File: src/rtl/dbg_auth_pkg.sv
// Shared definitions for the debugger authentication command registers:
// register word addresses and bit positions inside the control and status words.
package dbg_auth_pkg;
    typedef enum logic [1:0] {
        ADR_CTRL = 2'd0,
        ADR_KEY  = 2'd1,
        ADR_STAT = 2'd2,
        ADR_RSVD = 2'd3
    } dbg_adr_e;

    localparam int C_STALL = 0;
    localparam int C_ERASE = 1;
    localparam int C_CRC   = 2;
    localparam int C_RESET = 3;
    localparam int CTRL_W  = 4;

    localparam int S_EBUSY = 0;
    localparam int S_CBUSY = 1;
    localparam int S_ARMED = 2;
    localparam int S_PEND  = 3;
    localparam int STAT_W  = 4;
endpackage

File: src/rtl/dbg_auth_decode.sv
// Access decode: qualifies a debug-port access by the access-port select value
// and turns the word address into per-register write strobes.
// Assumes dp_wr is a single-cycle strobe and dp_addr is stable with it.
module dbg_auth_decode
    import dbg_auth_pkg::*;
#(
    parameter int SEL_W     = 8,
    parameter int SEL_VALUE = 255
) (
    input  logic [SEL_W-1:0] dp_sel,
    input  logic [1:0]       dp_addr,
    input  logic             dp_wr,
    output logic             sel_ok,
    output logic             wr_ctrl,
    output logic             wr_key
);
    localparam logic [SEL_W-1:0] SEL_MATCH = SEL_W'(SEL_VALUE);

    // Select match and write strobe split.
    always_comb begin
        sel_ok  = (dp_sel == SEL_MATCH);
        wr_ctrl = sel_ok && dp_wr && (dp_addr == ADR_CTRL);
        wr_key  = sel_ok && dp_wr && (dp_addr == ADR_KEY);
    end
endmodule

File: src/rtl/dbg_auth_keygate.sv
// Command key gate: arms on a correct key write, disarms on a wrong one,
// on consumption by a keyed command, or on a full register-space clear.
// Assumes consume and wr_key never fire in the same cycle (different addresses).
module dbg_auth_keygate #(
    parameter int          DATA_W    = 32,
    parameter logic [31:0] KEY_VALUE = 32'hA5C3_0F96
) (
    input  logic              clk,
    input  logic              rst_n,
    input  logic              wr_key,
    input  logic [DATA_W-1:0] wdata,
    input  logic              consume,
    input  logic              clear_all,
    output logic              armed
);
    localparam logic [DATA_W-1:0] KEY_MATCH = DATA_W'(KEY_VALUE);

    logic armed_q;

    // Key armed flag with clear > key write > consumption priority.
    always_ff @(posedge clk) begin
        if (!rst_n)         armed_q <= 1'b0;
        else if (clear_all) armed_q <= 1'b0;
        else if (wr_key)    armed_q <= (wdata == KEY_MATCH);
        else if (consume)   armed_q <= 1'b0;
    end

    assign armed = armed_q;
endmodule

File: src/rtl/dbg_auth_cmd.sv
// Command state: bus stall, erase busy, CRC busy, resume-pending and the
// one-cycle reset request, with the key, order and busy gating of each command.
// Assumes erase_done / crc_done are pulses from engines that saw the request.
module dbg_auth_cmd
    import dbg_auth_pkg::*;
(
    input  logic              clk,
    input  logic              rst_n,
    input  logic              wr_ctrl,
    input  logic [CTRL_W-1:0] ctrl_bits,
    input  logic              armed,
    input  logic              rst_full,
    input  logic              erase_done,
    input  logic              crc_done,
    output logic              consume,
    output logic              full_clear,
    output logic              stall,
    output logic              erase_busy,
    output logic              crc_busy,
    output logic              pending,
    output logic              rst_req
);
    logic stall_q, ebusy_q, cbusy_q, pend_q, rreq_q;
    logic erase_ok, crc_ok, reset_ok;

    // Command acceptance conditions.
    always_comb begin
        consume    = wr_ctrl && armed && (ctrl_bits[C_ERASE] || ctrl_bits[C_RESET]);
        erase_ok   = wr_ctrl && armed && ctrl_bits[C_ERASE] && stall_q && !ebusy_q;
        crc_ok     = wr_ctrl && ctrl_bits[C_CRC] && !cbusy_q;
        reset_ok   = wr_ctrl && armed && ctrl_bits[C_RESET] && !rreq_q;
        full_clear = rreq_q && rst_full;
    end

    // Command state registers.
    always_ff @(posedge clk) begin
        if (!rst_n || full_clear) begin
            stall_q <= 1'b0;
            ebusy_q <= 1'b0;
            cbusy_q <= 1'b0;
            pend_q  <= 1'b0;
            rreq_q  <= 1'b0;
        end else begin
            rreq_q <= reset_ok;
            if (wr_ctrl) stall_q <= ctrl_bits[C_STALL];
            if (erase_ok)        ebusy_q <= 1'b1;
            else if (erase_done) ebusy_q <= 1'b0;
            if (crc_ok)          cbusy_q <= 1'b1;
            else if (crc_done)   cbusy_q <= 1'b0;
            if (erase_ok || crc_ok) pend_q <= 1'b1;
            else if (rreq_q)        pend_q <= 1'b0;
        end
    end

    assign stall      = stall_q;
    assign erase_busy = ebusy_q;
    assign crc_busy   = cbusy_q;
    assign pending    = pend_q;
    assign rst_req    = rreq_q;
endmodule

File: src/rtl/dbg_auth_regs.sv
// Top of the debugger authentication command registers: decode, key gate,
// command state and the read mux. Reachable only through the debug port.
// Assumes a single debugger master; reads are combinational on dp_addr.
module dbg_auth_regs
    import dbg_auth_pkg::*;
#(
    parameter int          DATA_W    = 32,
    parameter int          SEL_W     = 8,
    parameter int          SEL_VALUE = 255,
    parameter logic [31:0] KEY_VALUE = 32'hA5C3_0F96
) (
    input  logic              clk,
    input  logic              rst_n,
    input  logic [SEL_W-1:0]  dp_sel,
    input  logic [1:0]        dp_addr,
    input  logic              dp_wr,
    input  logic [DATA_W-1:0] dp_wdata,
    output logic [DATA_W-1:0] dp_rdata,
    input  logic              rst_full,
    input  logic              erase_done,
    input  logic              crc_done,
    output logic              bus_stall,
    output logic              erase_req,
    output logic              crc_req,
    output logic              rst_req
);
    logic sel_ok, wr_ctrl, wr_key;
    logic armed, consume, full_clear, pending;
    logic [CTRL_W-1:0] ctrl_rd;
    logic [STAT_W-1:0] stat_rd;

    dbg_auth_decode #(.SEL_W(SEL_W), .SEL_VALUE(SEL_VALUE)) u_dec (
        .dp_sel(dp_sel), .dp_addr(dp_addr), .dp_wr(dp_wr),
        .sel_ok(sel_ok), .wr_ctrl(wr_ctrl), .wr_key(wr_key)
    );

    dbg_auth_keygate #(.DATA_W(DATA_W), .KEY_VALUE(KEY_VALUE)) u_key (
        .clk(clk), .rst_n(rst_n), .wr_key(wr_key), .wdata(dp_wdata),
        .consume(consume), .clear_all(full_clear), .armed(armed)
    );

    dbg_auth_cmd u_cmd (
        .clk(clk), .rst_n(rst_n), .wr_ctrl(wr_ctrl),
        .ctrl_bits(dp_wdata[CTRL_W-1:0]), .armed(armed), .rst_full(rst_full),
        .erase_done(erase_done), .crc_done(crc_done),
        .consume(consume), .full_clear(full_clear),
        .stall(bus_stall), .erase_busy(erase_req), .crc_busy(crc_req),
        .pending(pending), .rst_req(rst_req)
    );

    // Read word assembly for control and status views.
    always_comb begin
        ctrl_rd          = '0;
        ctrl_rd[C_STALL] = bus_stall;
        ctrl_rd[C_RESET] = rst_req;
        stat_rd          = '0;
        stat_rd[S_EBUSY] = erase_req;
        stat_rd[S_CBUSY] = crc_req;
        stat_rd[S_ARMED] = armed;
        stat_rd[S_PEND]  = pending;
    end

    // Read mux, silent unless the select value matches.
    always_comb begin
        dp_rdata = '0;
        if (sel_ok) begin
            unique case (dp_addr)
                ADR_CTRL: dp_rdata = DATA_W'(ctrl_rd);
                ADR_STAT: dp_rdata = DATA_W'(stat_rd);
                default:  dp_rdata = '0;
            endcase
        end
    end
endmodule

File: config.mk
export PLATFORM = sky130hd
export DESIGN_NAME = dbg_auth_regs
export DESIGN_NICKNAME = d
export VERILOG_FILES = /design/src/rtl/dbg_auth_pkg.sv /design/src/rtl/dbg_auth_decode.sv /design/src/rtl/dbg_auth_keygate.sv /design/src/rtl/dbg_auth_cmd.sv /design/src/rtl/dbg_auth_regs.sv
export SDC_FILE = /design/constraint.sdc
export NUM_CORES = 1
export LEC_CHECK = 0
export BUFFER_PORTS_ARGS = -buffer_cell sky130_fd_sc_hd__buf_2
export CORE_MARGIN = 3
export CORE_UTILIZATION = 28
export DETAILED_ROUTE_END_ITERATION = 8
export PLACE_DENSITY = 0.85
export SETUP_SLACK_MARGIN = 0.15
export SLEW_MARGIN = 10
export SYNTH_ARGS = -nofsm -noshare
export SYNTH_HDL_FRONTEND = slang
export SYNTH_HIERARCHICAL = 1
export SYNTH_SLANG_ARGS = --single-unit
File: constraint.sdc
create_clock -name clk -period 1.7 [get_ports clk]
set_input_delay 0.51 -clock clk [delete_from_list [all_inputs] [get_ports clk]]
set_output_delay 0.51 -clock clk [all_outputs]
set_load 0.1 [all_outputs]
Yosys cells after proc, flatten, opt, wreduce, memory -nomap -nowiden
Cells that the tools add are included.

Register bits: 6. Bits of input ports: 48. Output and inout port bits: 36. Word-level logic and storage cells: 47.

Equality and inequality tests: 4. Mux-type cells: 10. Bitwise gates (word level): 1. Reductions and logical operators: 26.

Operators by type and width (count): equality test 32 bit (second input constant) (1); logical AND 1 bit (13); equality test 8 bit (second input constant) (1); 2-to-1 mux 1 bit (8); one-hot mux 4 bit (2 select lines) (1); nonzero test 2 bit (4); zero test 1 bit (4); 2-to-1 mux 4 bit (1); logical OR 1 bit (3); equality test 2 x 1 -> 1 bit (second input constant) (1); equality test 2 bit (second input constant) (1); zero test 2 bit (1); OR reduction 2 bit (1); NOT 1 bit (1).

Logic depth before layout (Yosys ltp)
Gate-level depths: netlist of the first run.

Depth in word-level cells: 9. Gate-level depth with buffers: 7. Gate-level depth less buffers: 7.

Hierarchy
The synthesis of the first run kept the hierarchy.

By module, submodules not included: dbg_auth_regs (instances 1, cells an instance 37, area an instance 269.0 µm², seq. area each 0.0 µm²); dbg_auth_cmd (instances 1, cells an instance 23, area an instance 201.4 µm², seq. area each 100.1 µm²); dbg_auth_keygate (instances 1, cells an instance 18, area an instance 146.4 µm², seq. area each 20.0 µm²); dbg_auth_decode (instances 1, cells an instance 7, area an instance 38.8 µm², seq. area each 0.0 µm²).

Worst setup path before layout of the first run
OpenSTA, ideal clock, no wires.

Path kind: register to output. Start: register u_cmd.ebusy_q (netlist: u_cmd/erase_busy). End: output dp_rdata[0]. Data arrival time: 2413 ps. Data required time: 1190 ps. Setup slack: -1223 ps. Cell stages (with the launch flop): 3. Path buffers: 0. Cell sequence: dfxtp_1 -> mux2i_1 -> nor2_1.

Cells in the longest elaborated chain, start to end: 2.

RTL lines: start, declared (RTL line dbg_auth_cmd.sv:23) `logic stall_q, ebusy_q, cbusy_q, pend_q, rreq_q;`; start signal, assigned (RTL line dbg_auth_cmd.sv:39) `ebusy_q <= 1'b0;`; start signal, assigned (RTL line dbg_auth_cmd.sv:46) `if (erase_ok) ebusy_q <= 1'b1;`; start signal, assigned (RTL line dbg_auth_cmd.sv:47) `else if (erase_done) ebusy_q <= 1'b0;`; one-hot mux 4 bit (2 select lines) (RTL line dbg_auth_regs.sv:67) `unique case (dp_addr)`; 2-to-1 mux 4 bit (RTL line dbg_auth_regs.sv:66) `if (sel_ok) begin`; end, declared (RTL line dbg_auth_regs.sv:18) `output logic [DATA_W-1:0] dp_rdata,`.

Every way passes these cells.

Final worst setup path of the first run
Start: input dp_sel[7]. End: output dp_rdata[2].

Cells in the longest elaborated chain, start to end: 2.

RTL lines: start, declared (RTL line dbg_auth_regs.sv:14) `input logic [SEL_W-1:0] dp_sel,`; equality test 8 bit (RTL line dbg_auth_decode.sv:21) `sel_ok = (dp_sel == SEL_MATCH);`; via sel_ok (RTL line dbg_auth_regs.sv:27) `logic sel_ok, wr_ctrl, wr_key;`; 2-to-1 mux 4 bit (RTL line dbg_auth_regs.sv:66).

The timed path passes the listed nets, and every way through them passes these cells.

==> run_results.csv, run 1 <==
group,metric,value,unit
setup_path,worst_setup_path_end_kind,"output port",
die,start_util,0.3149,
finish,diodes,0,
die,ios,84,
setup_path,crit_fanout,2,
place,hpwl,1.647,mm
logic_synthesis,syn-cell-area,655.6,µm²
setup_path,worstSetupEndpoint,"dp_rdata[2]",
logic_synthesis,synth-edff-count,0,
logic_synthesis,synth_most_common_cell,"buf_4",
global_route,grt_usage,0.1323,
place,place_congestion,0.7547,
pwr,p_clk_frac,0.221,
setup_path,worstSetupPathDepth,6,
logic_synthesis,avgSynthCellArea,7.713,µm²
setup_path,path_buf_inv,2,
die,coreArea,0.002082,mm²
setup_path,worstPathCellList,"buf_6 > nand4_1 > nor2_2 > nor2b_4 > and3_4 > buf_12",
finish,final_cell_area,0.001149,mm²
die,dieArea,0.002958,mm²
drt,drc,0,
sta,rsz0062_at_grt,"yes",
global_route,grt_max_degree,6,
logic_synthesis,synth_top_area_cell,"buf_4",
die,die_x,54.39,µm
place,place_area,985.9,µm²
drt,drtIter0Drc,4,
sta,setup_ws,-0.2354,ns
logic_synthesis,ys.flop_type,"dfxtp_1",
setup_path,max_stage_delay,0.19,ns
logic_synthesis,yosysTopAreaCellShare,0.3206,
sta,min_period,1.935,ns
setup_path,r2r-end,"u_key/armed",
die,num_rows,16,
clocking,clock_latency,0.24,ns
pwr,p_sw_frac,0.5516,
pwr,p_per_area,564.6,mW/mm²
die,die_h,54.39,µm
pwr,totalPowerFinal,0.0006485,W
pwr,p_int,0.0002908,W
clocking,clock_sinks,6,
logic_synthesis,synth_cell_types,26,
clocking,cts-hold-fix-buffers,0,
global_route,antenna_found_initial,0,
drt,viasPerCell,4.230,
sta,max_freq,516.7,MHz
pwr,vdd.ir_drop.worst,428.6,µV
pwr,seq_power_share,0.215,
outcome,run_status,"finished with violations",
setup_path,slowest_stage,"and3_4",
sta,finalMaxSlewViolations,0,
drt,drt_wl_total,1.970,mm
logic_synthesis,synth_cells,85,
clocking,htreeDepth,1,
place,portBuffers,55,
setup_path,r2r-start,"u_cmd/rst_req",
logic_synthesis,synth_seq_cells,6,
setup_path,cp_data_required_time,1.19,ns
sta,clock_skew,0.002860,ns
finish,syn_to_final_growth,75.19,%
global_route,grt_pass1_wl,2.746,mm
logic_synthesis,synthArstFlopShare,0,
drt,avgRoutedWirePerCell,11.07,µm
pwr,p_switching,0.0003577,W
logic_synthesis,seq_area_frac_synth,0.1832,
finish,fin_nets,200,
logic_synthesis,ys_top_cells_by_area,"buf_4, dfxtp_1, nand2b_1",
outcome,violations,"negative setup slack",
sta,timing.final.crit_share,1.138,
drt,dr.pass1.iters,2,
min_path,hold_path.class,"reg -> reg",
setup_path,cp.arrival,1.43,ns
job,cap_violations,0,
drt,vias,753,
finish,drive_gt1_frac,0.5563,
pwr,power_leakage,0.5435,nW
sta,finalSetupTns,-0.8785,ns
logic_synthesis,yosys-top-cells-count,"buf_4, nor2_1, dfxtp_1, nand2_1, nand2b_1",
clocking,numCtsBuffers,3,
clocking,root_buffer,"clkbuf_4",
clocking,cts_tree,"built",
clocking,max-clock-path-buffers,2,
sta,setup_viol,6,
sta,hold_viol_final,0,
setup_path,startpoint,"dp_sel[7]",
pwr,combPwrFrac,0.564,
place,pre_cts_slack,-0.2889,ns
global_route,grt_pass1_vias,686,
setup_path,critPathKind,"in -> out",
global_route,grt_overflow_total,0,
setup_path,cp-start-kind,"input port",
setup_path,rr_worst_depth,5,
drt,ant_nets,0,
clocking,clkSlewWorstSetupHoldPaths,0.05,ns
setup_path,rrSetupSlack,0.51,ns
sta,hold_ws,0.4469,ns
setup_path,crit_family,"simple AND/OR/NAND/NOR gates",
logic_synthesis,yosysWarnings,6,
==> routing by layer <==
layer  vias up  GRT usage  wire length (µm)
met1       324     0.1214               613
met5         -          0                 0
li1        372          -                 -
met2        55     0.2649              1070
met3         2    0.03270               272
met4         0    0.06224                14
==> what timing repair did <==
item,CTS,global route
pin swaps,4,4
setup buffers,3,0
resized for setup,17,5
setup endpoints to repair,8,11
==> area by class of cell <==
cell class	count	area (µm²)
inverter	1	3.754
timing repair buffer	63	456.7
multi-input combinational	77	500.5
tap	27	33.78
clock buffer	4	26.28
fill	204	933.4
sequential	6	127.6
==> flip-flops by register name (all words and copies together) (netlist names) <==
name / count
u_cmd/crc_busy: 1
u_cmd/erase_busy: 1
u_cmd/pending: 1
u_cmd/rst_req: 1
u_cmd/stall: 1
u_key/armed: 1
==> metrics by stage <==
| step | std cells | util |
|---|---|---|
| after global routing | 178 | 0.5517 |
| after detailed placement | 171 | 0.4736 |
| after global placement | 171 | 0.4736 |
| final | 178 | 0.5517 |
| after floorplan | 112 | - |
| after CTS | 178 | 0.5445 |
==> worst register-to-register path: stages (launching register included) <==
cell and delay, ns:
dfxtp_2 0.33, and2_1 0.18, nand4bb_1 0.20, nor4_2 0.16, nand4_1 0.13, o21ai_1 0.14
==> placed cells by master, fill, tap and decap left out, drive strengths merged <==
master	Yosys	layout
mux2i	3	3
nor4bb	2	2
dfxtp	6	6
nor3	1	1
nor4b	1	1
nand2	7	7
nand2b	6	6
inv	1	1
nand4	3	3
a21oi	2	2
nand4bb	2	2
a31oi	1	1
and2	1	1
nand3b	1	1
buf	28	60
nor2	7	7
clkbuf	0	7
or3	1	1
conb	1	28
nand4b	1	1
o21ai	1	1
nor4	5	5
nand3	1	1
and3	2	2
nor2b	1	1
==> power groups by stage <==
stage               Sequential [W]  Clock, W  Combinational (W)
floorplan                 0.000142         0           0.000334
global placement          0.000142         0           0.000343
detailed placement        0.000142         0           0.000346
CTS                       0.000139  0.000149           0.000363
global route              0.000139  0.000158           0.000380
finish                    0.000139  0.000143           0.000366
==> worst min path at each step <==
stage / cells past startpoint / from / endpoint / slack (ns)
2_1_floorplan: 2 / u_key/armed / u_key/armed / 0.45
5_1_grt: 1 / u_cmd/rst_req / u_cmd/rst_req / 0.46
4_1_cts: 1 / u_cmd/rst_req / u_cmd/rst_req / 0.45
3_3_place_gp: 1 / u_cmd/rst_req / u_cmd/rst_req / 0.43
6_report: 1 / u_cmd/rst_req / u_cmd/rst_req / 0.45
3_5_place_dp: 1 / u_cmd/rst_req / u_cmd/rst_req / 0.44
==> cells by family (layout without fill, tap and decap cells) <==
logic type,after synthesis,after routing,share of synthesized area
flip-flops,6,6,0.1832
AO/OA/AOI/OAI,4,4,0.03244
other,1,28,0.005720
multiplexers,3,3,0.04580
AND/OR/NAND/NOR,42,42,0.4065
buffers and inverters,29,68,0.3263
No activity file was read; power rests on OpenSTA's default activity.
==> run 2: changes to the inputs <==
Settings changed: RECOVER_POWER from default to 100.
==> run 2 against run 1 <==
The run still ends with negative setup slack left. Die area stayed put. Total power about the same. Register-to-register slack hardly changed. Final cell count did not move. Highest routed layer unchanged.
==> run_results.csv, run 2 (synthesized netlist as in run 1, its figures left out) <==
group,metric,value,unit
outcome,run_status,"finished with violations",
outcome,violations,"negative setup slack",
clocking,cts-hold-fix-buffers,0,
clocking,cts_tree,"built",
sta,worstMarginPinSlew,0.5441,ns
drt,drtIter0Drc,3,
finish,drive_gt1_frac,0.5430,
setup_path,cp-start-kind,"input port",
finish,diodes,0,
pwr,power_leakage,0.5335,nW
clocking,clkSlewWorstSetupHoldPaths,0.05,ns
die,die_x,54.39,µm
clocking,clock_latency,0.24,ns
setup_path,worst_setup_path_end_kind,"output port",
die,num_rows,16,
finish,fin_nets,200,
setup_path,r2r-start,"u_cmd/rst_req",
setup_path,crit_fanout,2,
finish,final_cells,178,
place,place_congestion,0.7547,
clocking,max-clock-path-buffers,2,
die,dieArea,0.002958,mm²
clocking,clock_sinks,6,
sta,rsz0062_at_grt,"yes",
setup_path,cp_data_required_time,1.19,ns
global_route,grt_pass1_vias,686,
sta,setup_ws,-0.2356,ns
finish,filler_cell_count,204,
global_route,grt_max_degree,6,
die,coreArea,0.002082,mm²
sta,max_freq,516.6,MHz
drt,drc,0,
setup_path,cp.arrival,1.43,ns
job,cap_violations,0,
clocking,htreeDepth,1,
place,hpwl,1.647,mm
drt,avgRoutedWirePerCell,11.05,µm
pwr,vdd.ir_drop.worst,428.6,µV
finish,syn_to_final_growth,72.52,%
min_path,hold_end,"u_cmd/rst_req",
sta,timing.final.crit_share,1.139,
sta,clock_skew,0.002860,ns
sta,hold_viol_final,0,
clocking,numCtsBuffers,3,
sta,setup_viol,6,
drt,ant_nets,0,
die,start_util,0.3149,
finish,final_cell_mix,"buf_2, conb_1, buf_6, nand2b_1, nand2_1",
drt,viasPerCell,4.230,
global_route,grt_overflow_total,0,
finish,layout_commonest_cell,"buf_2",
place,place_inst,171,
min_path,hold_path.class,"reg -> reg",
global_route,grt_usage,0.1323,
die,die_h,54.39,µm
setup_path,rr_worst_depth,5,
place,portBuffers,55,
pwr,totalPowerFinal,0.0006485,W
drt,vias,753,
setup_path,rrSetupSlack,0.51,ns
drt,drt_wl_total,1.967,mm
global_route,antenna_found_initial,0,
min_path,min_path_cells,1,
finish,final_util,0.5433,
drt,dr.pass1.iters,2,
sta,finalMaxSlewViolations,0,
clocking,root_buffer,"clkbuf_4",
pwr,p_per_area,573.3,mW/mm²
setup_path,r2r-end,"u_key/armed",
sta,hold_ws,0.4455,ns
min_path,hp-start,"u_cmd/rst_req",
setup_path,critPathKind,"in -> out",
global_route,grt_pass1_wl,2.746,mm
die,ios,84,
sta,maxSlewHeadroom,0.6388,
sta,min_period,1.936,ns
run 2: repair_timing:
action,CTS,global route
pin swaps,4,4
gates resized for setup,17,5
endpoints found under the hold margin,0,0
buffers inserted,3,0
setup endpoints to repair,8,11
run 2: worst max-delay path, cell delays in order:
cell and delay [ns]:
buf_6 0.06, nand4_1 0.14, nor2_2 0.18, nor2b_4 0.17
and3_4 0.19, buf_12 0.17
run 2: worst max path at each step:
| stage | start | end | slack [ns] | cells after the start |
|---|---|---|---|---|
| 2_1_floorplan | u_cmd/rst_req | dp_rdata[3] | -0.21 | 2 |
| 3_3_place_gp | dp_sel[3] | dp_rdata[1] | -0.21 | 6 |
| 3_5_place_dp | dp_sel[3] | dp_rdata[1] | -0.29 | 6 |
| 4_1_cts | dp_sel[7] | dp_rdata[1] | -0.22 | 6 |
| 5_1_grt | dp_sel[7] | dp_rdata[1] | -0.28 | 6 |
| 6_report | dp_sel[7] | dp_rdata[2] | -0.24 | 6 |
run 2: layout make-up:
class                   instances  area (µm²)  area share
inverters                       1       3.754    0.003319
clock buffers                   4       26.28     0.02323
flip-flops and latches          6       127.6      0.1128
repair buffers                 63       439.2      0.3883
well taps                      27       33.78     0.02987
multi-input cells              77       500.5      0.4425
run 2: power breakdown:
part	total [W]	internal, W	switching [W]
Clock	0.000143	0.0000891	0.0000540
Sequential	0.000139	0.000139	0.0000000190
Combinational	0.000366	0.0000623	0.000304
run 2: metal layers:
layer	track usage	share of wire	up-vias
met5	0	0	-
met4	0.06224	0.0071	0
met3	0.03270	0.14	2
met2	0.2649	0.54	55
met1	0.1214	0.31	325
li1	-	-	371
run 2: stage by stage:
stage / TNS (ns) / instance area [µm²] / setup WS [ns]
6_report: -0.9220 / 1131 / -0.2356
3_3_place_gp: -1.302 / 985.9 / -0.2068
2_1_floorplan: -0.8250 / 789.5 / -0.2070
4_1_cts: -0.6942 / 1134 / -0.2161
5_1_grt: -1.347 / 1131 / -0.2789
3_5_place_dp: -1.464 / 985.9 / -0.2889
==> run 3: changes to the inputs <==
Settings changed: ABC_AREA from default to 1, CORE_UTILIZATION 28 to 29, PLACE_DENSITY 0.85 to 0.84, SYNTH_HIERARCHICAL 1 to default.
==> run 3 against run 2 <==
The run still ends with negative setup slack left. Maximum frequency increased by 12%. Via count grew 11%. Wire length fell by 0.46%. Global-route usage fell by 1.6 points. Highest routed layer unchanged. Register-to-register slack gained 0.26 ns. Count of clock-buffer cells in the layout is 1 lower. Flip-flop and latch count did not move. Combinational power increased by 7.1%.
==> run_results.csv, run 3 <==
group,metric,value,unit
outcome,run_status,"finished with violations",
outcome,violations,"negative setup slack",
logic_synthesis,seq_area_frac_synth,0.1675,
die,ios,84,
logic_synthesis,synth_seq_cells,6,
finish,multi_input_area,568.0,µm²
logic_synthesis,synthMuxAreaShare,0,
finish,final_cell_mix,"buf_2, conb_1, nand2_1, nor2_1, buf_6",
pwr,p_per_area,528.7,mW/mm²
logic_synthesis,synth-edff-count,0,
finish,syn_to_final_growth,73.65,%
clocking,htreeDepth,1,
pwr,power_leakage,0.6431,nW
place,place_congestion,0.7712,
logic_synthesis,synth_most_common_cell,"buf_4",
sta,finalMaxSlewViolations,0,
drt,drc,0,
finish,filler_cell_count,224,
drt,vias,833,
die,start_util,0.3150,
logic_synthesis,avgSynthCellArea,6.289,µm²
setup_path,r2r-end,"u_cmd.pending",
setup_path,cp-start-kind,"input port",
logic_synthesis,synthXorXnorAreaFrac,0,
place,portBuffers,55,
global_route,grt_pass1_wl,2.925,mm
die,die_x,55.72,µm
logic_synthesis,yosys.area_share.simple,0.4276,
setup_path,rrSetupSlack,0.77,ns
sta,rsz0062_at_grt,"yes",
logic_synthesis,yosysTopAreaCellShare,0.2932,
logic_synthesis,ys.flop_type,"dfxtp_1",
min_path,hold_end,"u_cmd.rst_req",
drt,ant_nets,0,
die,coreArea,0.002276,mm²
global_route,antenna_found_initial,0,
setup_path,crit_fanout,5,
sta,setup_ws,-0.03388,ns
logic_synthesis,synth_top_area_cell,"buf_4",
finish,diodes,0,
global_route,grt_overflow_total,0,
drt,dr.pass1.iters,3,
clocking,clock_latency,0.25,ns
clocking,clkSlewWorstSetupHoldPaths,0.04,ns
logic_synthesis,synth-adder-area-share,0,
place,hpwl,1.634,mm
setup_path,rr_worst_depth,5,
finish,final-seq-area,135.1,µm²
die,dieArea,0.003105,mm²
min_path,min_path_cells,1,
setup_path,cp.arrival,1.22,ns
finish,drive_gt1_frac,0.5227,
drt,viasPerCell,4.083,
sta,clock_skew,0.006917,ns
global_route,grt_pass1_vias,782,
sta,max_freq,576.7,MHz
setup_path,critPathKind,"in -> out",
setup_path,cp_data_required_time,1.19,ns
logic_synthesis,synth_cells,114,
setup_path,max_stage_delay,0.20,ns
sta,min_period,1.734,ns
min_path,hold_path.class,"reg -> reg",
logic_synthesis,synth_cell_types,20,
sta,hold_viol_final,0,
pwr,totalPowerFinal,0.0006581,W
drt,avgRoutedWirePerCell,9.598,µm
finish,fin_nets,226,
clocking,cts_tree,"built",
sta,setup_viol,4,
logic_synthesis,synth_compound_area_frac,0.04538,
job,cap_violations,0,
logic_synthesis,syn-cell-area,716.9,µm²
setup_path,r2r-start,"u_cmd.crc_busy",
setup_path,worstPathCellList,"buf_6 > nand2_4 > nor2_4 > nand2_4 > nor3_4 > buf_12",
logic_synthesis,synth_top_family_by_area,"simple AND/OR/NAND/NOR gates",
clocking,numCtsBuffers,3,
finish,layout_commonest_cell,"buf_2",
place,pre_cts_slack,-0.1063,ns
min_path,hp-start,"u_cmd.rst_req",
die,die_h,55.72,µm
logic_synthesis,ys_top_cells_by_area,"buf_4, dfxtp_1, nand2_1",
logic_synthesis,yosys-top-cells-count,"buf_4, nand2_1, nor2_1",
setup_path,worst_setup_path_end_kind,"output port",
logic_synthesis,yosysWarnings,0,
setup_path,worst_path_most_repeated_cell,"nand2_4",
die,num_rows,17,
setup_path,slowest_stage,"buf_12",
global_route,grt_max_degree,6,
clocking,max-clock-path-buffers,2,
clocking,root_buffer,"clkbuf_4",
clocking,clock_sinks,6,
drt,drtIter0Drc,6,
global_route,grt_usage,0.1165,
logic_synthesis,synthArstFlopShare,0,
sta,timing.final.crit_share,1.020,
drt,drt_wl_total,1.958,mm
pwr,vdd.ir_drop.worst,321.4,µV
[run 3: cell count changes in the layout (fill, tap and decap cells not counted), moves of 4 or more]
| cell | before | now |
|---|---|---|
| inv_1 | 1 | 9 |
| nand2_1 | 6 | 16 |
| clkbuf_2 | 4 | 0 |
| nand2b_1 | 6 | 0 |
| nor3_1 | 1 | 6 |
| nand2_4 | 0 | 6 |
| nor2_1 | 4 | 13 |
[run 3: metrics by stage]
| step | instances | hold slack, ns | setup TNS, ns | area, µm² | util |
|---|---|---|---|---|---|
| after floorplan | 141 | 0.4706 | -0.9168 | 934.6 | - |
| after global placement | 199 | 0.4376 | -0.2885 | 1117 | 0.4909 |
| after detailed placement | 199 | 0.4588 | -0.3557 | 1117 | 0.4909 |
| after CTS | 204 | 0.4664 | -0.1359 | 1229 | 0.5399 |
| after global routing | 204 | 0.4743 | -0.2313 | 1245 | 0.5470 |
| final | 204 | 0.4659 | -0.07817 | 1245 | 0.5470 |
[run 3: worst max-delay path by stage]
| stage | start | end | slack, ns | cells after the start |
|---|---|---|---|---|
| 2_1_floorplan | dp_sel[1] | dp_rdata[1] | -0.33 | 4 |
| 3_3_place_gp | dp_sel[1] | dp_rdata[2] | -0.08 | 6 |
| 3_5_place_dp | dp_sel[1] | dp_rdata[2] | -0.11 | 6 |
| 4_1_cts | dp_sel[4] | dp_rdata[1] | -0.1 | 6 |
| 5_1_grt | dp_sel[6] | dp_rdata[1] | -0.08 | 6 |
| 6_report | dp_sel[6] | dp_rdata[2] | -0.03 | 6 |
[run 3: metal layers]
metal,global-route usage,routed length [µm],up-vias
li1,-,-,425
met1,0.1058,604,357
met2,0.2382,1130,47
met3,0.02552,198,4
met4,0.05208,24,0
met5,0,0,-
[run 3: cells by family (layout without fill, tap and decap cells)]
logic type,count (synthesis),in the layout
compound gates,6,6
other cells,1,28
flops,6,6
buf+inv,39,74
simple gates,62,62
[run 3: where the power goes]
group	switching (W)	internal [W]	total [W]	leakage (nW)
logic	0.000319	0.0000723	0.000392	0.578
registers	0.0000000224	0.000135	0.000135	0.0515
clock network	0.0000517	0.0000799	0.000132	0.0138
total	0.000371	0.000287	0.000658	0.643
[run 3: final cells by class]
| cell class | count | area share |
|---|---|---|
| multi-input cells | 96 | 0.4563 |
| repair buffers | 60 | 0.3538 |
| flip-flops and latches | 6 | 0.1085 |
| inverters | 11 | 0.03518 |
| well taps | 28 | 0.02814 |
| clock buffers | 3 | 0.01809 |
[run 3: repair_timing]
action / CTS / global route
setup buffers: 2 / 0
hold buffers: 0 / 0
resized for setup: 18 / 4
setup endpoints to repair: 5 / 6
pin swaps: 9 / 3
[run 3: worst max-delay path, delay by kind of cell]
family,cells,cell delay [ns]
buffers and inverters,2,0.28
and+or+nand+nor,4,0.43
